### src/rtl/pcfg_target.sv
module pcfg_target #(
  parameter logic [15:0] VEN_ID    = 16'h1A2B,
  parameter logic [15:0] DEV_ID    = 16'h0100,
  parameter logic [31:0] CLASS_REV = 32'h0580_0001,
  parameter logic [7:0]  INT_PIN   = 8'h01,
  parameter int NUM_FN   = 2,
  parameter int BAR_BITS = 12,
  parameter int NUM_DEV  = 4,
  localparam int FNW = (NUM_FN > 1) ? $clog2(NUM_FN) : 1
) (
  input  logic           clk,
  input  logic           rst_n,
  input  logic           ld_valid,
  input  logic [FNW-1:0] ld_fn,
  input  logic [15:0]    ld_svid,
  input  logic [15:0]    ld_sid,
  input  logic           req_valid,
  input  logic           req_write,
  input  logic [FNW-1:0] req_fn,
  input  logic [5:0]     req_dw,
  input  logic [3:0]     req_be,
  input  logic [31:0]    req_wdata,
  output logic           rsp_valid,
  output logic           rsp_retry,
  output logic [31:0]    rsp_rdata
);
  localparam int          SLOTS    = 1 << FNW;
  localparam logic [15:0] CMD_MASK = 16'h0546;
  localparam logic [7:0]  HDR_TYPE = (NUM_FN > 1) ? 8'h80 : 8'h00;
  localparam logic [5:0]  DEV_BASE = 6'd16;

  logic [31:0] be_mask;
  assign be_mask = {{8{req_be[3]}}, {8{req_be[2]}}, {8{req_be[1]}}, {8{req_be[0]}}};

  logic [SLOTS-1:0]       pop, rdy;
  logic [SLOTS-1:0][31:0] rword;

  for (genvar f = 0; f < SLOTS; f++) begin : g_fn
    if (f < NUM_FN) begin : g_live
      logic                     ready;
      logic [15:0]              svid, sid, cmd;
      logic [31:BAR_BITS]       bar;
      logic [7:0]               intl;
      logic [NUM_DEV-1:0][31:0] scr;
      logic [31:0]              rd, nxt;
      logic                     wr, ld;

      assign wr  = req_valid && req_write && ready && (req_fn == FNW'(f));
      assign ld  = ld_valid && !ready && (ld_fn == FNW'(f)) && (ld_svid != 16'h0) && (ld_sid != 16'h0);
      assign nxt = (rd & ~be_mask) | (req_wdata & be_mask);

      always_comb begin
        rd = '0;
        case (req_dw)
          6'd0:  rd = {DEV_ID + 16'(f), VEN_ID};
          6'd1:  rd = {16'h0000, cmd};
          6'd2:  rd = CLASS_REV;
          6'd3:  rd = {8'h00, HDR_TYPE, 16'h0000};
          6'd4:  rd = {bar, {BAR_BITS{1'b0}}};
          6'd11: rd = {sid, svid};
          6'd15: rd = {16'h0000, INT_PIN, intl};
          default: begin
            for (int i = 0; i < NUM_DEV; i++)
              if (req_dw == DEV_BASE + 6'(i)) rd = scr[i];
          end
        endcase
      end

      always_ff @(posedge clk) begin
        if (!rst_n) begin
          ready <= 1'b0;
          svid  <= '0;
          sid   <= '0;
          cmd   <= '0;
          bar   <= '0;
          intl  <= '0;
          scr   <= '0;
        end else begin
          if (ld) begin
            ready <= 1'b1;
            svid  <= ld_svid;
            sid   <= ld_sid;
          end
          if (wr) begin
            case (req_dw)
              6'd1:    cmd  <= nxt[15:0] & CMD_MASK;
              6'd4:    bar  <= nxt[31:BAR_BITS];
              6'd15:   intl <= nxt[7:0];
              default: begin
                for (int i = 0; i < NUM_DEV; i++)
                  if (req_dw == DEV_BASE + 6'(i)) scr[i] <= nxt;
              end
            endcase
          end
        end
      end

      assign pop[f]   = 1'b1;
      assign rdy[f]   = ready;
      assign rword[f] = rd;
    end else begin : g_hole
      assign pop[f]   = 1'b0;
      assign rdy[f]   = 1'b0;
      assign rword[f] = '0;
    end
  end

  logic live;
  assign live = pop[req_fn] && rdy[req_fn];

  always_ff @(posedge clk) begin
    if (!rst_n) begin
      rsp_valid <= 1'b0;
      rsp_retry <= 1'b0;
      rsp_rdata <= '0;
    end else begin
      rsp_valid <= req_valid;
      rsp_retry <= req_valid && pop[req_fn] && !rdy[req_fn];
      rsp_rdata <= (req_valid && !req_write && live) ? rword[req_fn] : '0;
    end
  end
endmodule

### config.mk
export PLATFORM = sky130hd
export DESIGN_NAME = pcfg_target
export DESIGN_NICKNAME = d
export VERILOG_FILES = /design/src/rtl/pcfg_target.sv
export SDC_FILE = /design/constraint.sdc
export NUM_CORES = 1
export LEC_CHECK = 0
export BUFFER_PORTS_ARGS = -buffer_cell sky130_fd_sc_hd__buf_2
export CAP_MARGIN = 0
export CORE_UTILIZATION = 35
export DETAILED_ROUTE_END_ITERATION = 16
export SLEW_MARGIN = 10
export SYNTH_ARGS = -nofsm -noshare
export SYNTH_HDL_FRONTEND = slang
export SYNTH_SLANG_ARGS = --single-unit
### constraint.sdc
create_clock -name clk -period 3.7 [get_ports clk]
set_clock_uncertainty 0.15 [all_clocks]
set_input_delay 1.11 -clock clk [delete_from_list [all_inputs] [get_ports clk]]
set_output_delay 1.11 -clock clk [all_outputs]
set_load 0.05 [all_outputs]
# After elaboration in Yosys (flattened, before gate mapping)
# Index checks and enable logic that the tools add are counted.
dict set report totals {
  regBits 422
  output_inout_bits 34
  elab_cells 99
  input_bits 81
}
dict set report classes {
  n_eq_ne 10
  n_reduce_logical 41
  order_cmp 1
  n_bitwise 9
  mux 15
}
# op count
set ops {}
lappend ops {{$pmux 32 s7} 2}
lappend ops {{$mux 32} 10}
lappend ops {{$and 32x32->32} 3}
lappend ops {{$or 32x32->32} 2}
lappend ops {{$not 32->32} 1}
lappend ops {{$reduce_bool 16->1} 2}
lappend ops {{$eq 6x5->1 const B} 4}
lappend ops {{$reduce_and 3->1} 8}
lappend ops {{$logic_and 1x1->1} 18}
lappend ops {{$reduce_and 2->1} 7}
lappend ops {{$eq 6x2->1 const B} 2}
lappend ops {{$eq 6x4->1 const B} 2}
lappend ops {{$eq 6x1->1 const B} 1}
lappend ops {{$eq 6x3->1 const B} 1}
lappend ops {{$logic_not 6->1} 1}
lappend ops {{$logic_not 1->1} 4}
lappend ops {{$mux 1} 3}
lappend ops {{$not 1->1} 3}
lappend ops {{$reduce_or 3->1} 1}
lappend ops {{$lt 1x2->1 const B} 1}

# Depth between registers and ports, before layout
dict set report logic_depth {
  word_depth 8
  mapped_depth 9
  mapped_depth_nobuf 5
}

# Least setup slack after synthesis
# No wires, ideal clock.
dict set report synth_timing {
  kind {input port to flip-flop}
  startpoint {input port req_dw[0]}
  endpoint {register g_fn[0].g_live.scr[0] in the netlist's numbering}
  arrival_time_ns 2.663
  setup_slack_ns 0.768
  t_required_ns 3.431
  n_path_buf 3
  stages 7
  setup_ns 0.119
  path_cell_list {buf_6 buf_6 buf_4 mux4_2 a22oi_1 nor3_2 o221a_2}
}
dict set report synth_between {
  elab_chain_len 8
  elab_cells_between_ends 21
  classes_between {eq/ne: 10; mux: 5; bitwise: 3; reduce/logical: 3}
}
# element line_no
set synth_lines {}
lappend synth_lines {{start, declared} 20} ;# input logic [5:0] req_dw,
lappend synth_lines {{$eq 6x5->1} {64, 91}}
lappend synth_lines {{$mux 32 (4 in series)} 64} ;# if (req_dw == DEV_BASE + 6'(i)) rd = scr[i];
lappend synth_lines {{$pmux 32 s7} 54} ;# case (req_dw)
lappend synth_lines {{$and 32x32->32} 50} ;# assign nxt = (rd & ~be_mask) | (req_wdata & be_mask);
lappend synth_lines {{$or 32x32->32} 50}
lappend synth_lines {{end signal, assigned by index} 91} ;# if (req_dw == DEV_BASE + 6'(i)) scr[i] <= nxt;
lappend synth_lines {{end, declared} 44} ;# logic [NUM_DEV-1:0][31:0] scr;
# Several ways; a longest one is shown, not always the timed one.
# A chain may end at the register's enable or synchronous reset.

# Worst setup path after layout
dict set report layout_timing {
  startpoint {input port req_dw[0]}
  endpoint {register g_fn[1].g_live.bar[12] in the netlist's numbering}
}
dict set report layout_between {
  elab_chain_len 8
  elab_cells_between_ends 19
  classes_between {eq/ne: 10; mux: 5; bitwise: 2; reduce/logical: 2}
}
# element line_no
set layout_lines {}
lappend layout_lines {{$eq 6x5->1} 64}
lappend layout_lines {{$mux 32 (4 in series)} 64}
lappend layout_lines {{$pmux 32 s7} 54}
lappend layout_lines {{$and 32x32->32} 50}
lappend layout_lines {{$or 32x32->32} 50}
lappend layout_lines {{end signal, assigned} 87} ;# 6'd4: bar <= nxt[31:BAR_BITS];
lappend layout_lines {{end, declared} 42} ;# logic [31:BAR_BITS] bar;
# Several ways; a longest one is shown, not always the timed one.

==> flow_metrics.tcl <==
set metrics [dict create \
    die_x_um 240 \
    grt_max_degree 112 \
    antenna_cells 0 \
    p_leak_nw 8.10 \
    crit_path_end_kind "flip-flop" \
    cts_resized 0 \
    synth_nets 2264 \
    final_cells 3040 \
    final_antenna_net_count 0 \
    place_area_um2 21400 \
    cts_hold_buffers 0 \
    wl_per_cell_um 22.0 \
    routed_via_density 5.63 \
    fmax_ghz 0.346 \
    avgSynthCellArea_um2 9.08 \
    final_cell_mix "nand2_1 (552), dfxtp_1 (422), a21boi_1 (192)" \
    path_cells "buf_4 > o21a_1 > o31ai_1 > nand2_1 > o311ai_1 > a21boi_1" \
    grt_pass1_wl_um 102000 \
    slew_viol_final 0 \
    die_area_um2 57600 \
    gp_congestion 0.896 \
    drc 0 \
    worstSkewPairLatency_ns 0.59 \
    utilization_pct 41.4 \
    power_per_cell_area_nw_per_um2 445 \
    status "completed" \
    setup_tns_ns 0 \
    hold_violations 0 \
    drt_wl_total_um 67000 \
    dp_hpwl_um 46200 \
    path_clk_slew_ns 0.06 \
    worst_path_max_delay_cell "o31ai_1" \
    dp_worst_setup_slack_ns 0.278 \
    drive_above_1_share_pct 18.8 \
    cts.sink_count 422 \
    ir_drop_uv 260 \
    stdcell_area_um2 23000 \
    cts_max_level 2 \
    critPathTopFamily "compound AO/OA/AOI/OAI gates" \
    die_h_um 240 \
    synth_flop_cell "dfxtp_1" \
    path_max_fanout 27 \
    grt.overflow.total 0 \
    async_reset_ff_share_pct 0 \
    grt_pass1_vias 16514 \
    grt_antenna_before_repair 1 \
    syn-cell-area_um2 19800 \
    vias 17127 \
    post-route-period-util_pct 78.1 \
    gr-usage-all-layers_pct 23.2 \
    rows 86 \
    synth_seq_cells 422 \
    setup_viol 0 \
    whs_ns 0.299 \
    first_iter_violations 1766 \
    boundaryPins 115 \
    port_buffers 114 \
    critPathLaunchType "input pin" \
    relSlewSlack_pct 28.7 \
    synth.yosys.seq_area_share_pct 42.6 \
    setup_ws_ns 0.812 \
    power_mw 10.2 \
    critical_path_buf_inv_count 1 \
    multi_input_area_um2 10600 \
    synth_top_area_share_pct 42.6 \
    crit_arrival_ns 3.20 \
    rsz0062_at_grt "false" \
    cts_tree "done" \
    yosysTopAreaCell "dfxtp_1" \
    synthDistinctLibCells 69 \
    required_ns 4.01 \
    design.core.area_um2 55500 \
    layout_commonest_cell "nand2_1" \
    hold_class "reg -> reg" \
    critPathMaxStageDelay_ns 0.57 \
    postCtsSetupRepairBufs 0 \
    path_class "in -> reg" \
    syn2layout_area_growth_pct 16.0 \
    max-clock-path-buffers 3 \
    clockRootBuffer "clkbuf_16" \
    dp_cells 2957 \
    final_nets 2337 \
    period_needed_ns 2.89 \
    final-seq-area_um2 8450 \
    synth_edf_count 0 \
    tightest_slew_ns 1.07 \
    ys.warnings.count 0 \
    firstDrtPassIters 6 \
    synthTopCellsByArea "dfxtp_1 (43%), nand2_1 (10%), a21boi_1 (7.3%), mux4_2 (7.3%), mux2i_1 (4.2%)" \
    cts_buffers 45 \
    nFillCells 5480 \
    start_util_pct 35.7 \
    synthCells 2183 \
    cap_violations 0 \
]
## power breakdown
| part | internal [mW] | switching [mW] |
|---|---|---|
| registers | 4.58 | 0.0326 |
| logic | 0.254 | 0.462 |
| clock network | 2.98 | 1.92 |
## routing by layer
| layer | global-route usage, % | share of wire, % |
|---|---|---|
| met1 | 32.8 | 45 |
| met2 | 35.7 | 44 |
| met3 | 3.28 | 8.3 |
| met4 | 8.59 | 3.1 |
| met5 | 0 | 0.012 |
## registers in the layout (all words and copies together), names as in the netlist, 2 cells and up
signal             flops
g_fn.g_live.bar       40
g_fn.g_live.cmd       10
g_fn.g_live.intl      16
g_fn.g_live.ready      2
g_fn.g_live.scr      256
g_fn.g_live.sid       32
g_fn.g_live.svid      32
rsp_rdata             32
## logic make-up (layout without fill, tap and decap cells)
logic type             after synthesis  after routing  synth area share, %
multiplexers                       157            157                 12.0
buffers and inverters              187            296                 4.33
flip-flops                         422            422                 42.6
AO/OA/AOI/OAI                      514            514                 20.5
AND/OR/NAND/NOR                    903            903                 20.5
## cells in the mapped netlist, types with 5 or more instances
master,n
a32oi_1,5
o221a_2,9
nor2b_1,84
nor2_1,54
nor4_1,10
nand3_1,138
a221o_1,6
nand2_1,552
buf_4,13
buf_2,61
dfxtp_1,422
a41oi_2,34
buf_1,7
o22ai_1,8
nor3_1,8
a21boi_0,26
o221a_1,21
a21oi_1,31
nand4_1,10
nand2b_1,7
a31oi_1,66
o21ai_0,64
mux2i_1,83
clkbuf_1,93
a22oi_1,7
mux4_2,64
mux2_2,10
and2_1,5
and3_1,7
inv_1,8
o21ai_1,5
a21boi_1,192
## cell type report
cell class              instances  share of cell area, %
repair buffers                204                   6.09
inverters                       9                  0.147
clock buffers                  66                   5.95
multi-input cells            1574                   45.9
flip-flops and latches        422                   36.8
clock inverters                17                   1.05
well taps                     748                   4.07
## worst register-to-register path: stages, from the launching register on
cell and delay [ns]:
dfxtp_1 0.49, and4_1 0.40, nand2_1 0.24, nor2_2 0.18, buf_4 0.38, o21ai_0 0.15
a31oi_1 0.19
## final timing paths
| path | startpoint | endpoint | slack [ns] | cells past startpoint |
|---|---|---|---|---|
| setup / recovery | req_dw[0] | g_fn[1].g_live.bar[12] | 0.81 | 6 |
| hold reg to reg | g_fn[1].g_live.scr[79] | g_fn[1].g_live.scr[79] | 0.30 | 2 |
| setup reg to reg | g_fn[1].g_live.ready | g_fn[1].g_live.scr[24] | 1.45 | 6 |
| hold / removal | g_fn[1].g_live.scr[79] | g_fn[1].g_live.scr[79] | 0.30 | 2 |
(Power assumes the default switching activity.)
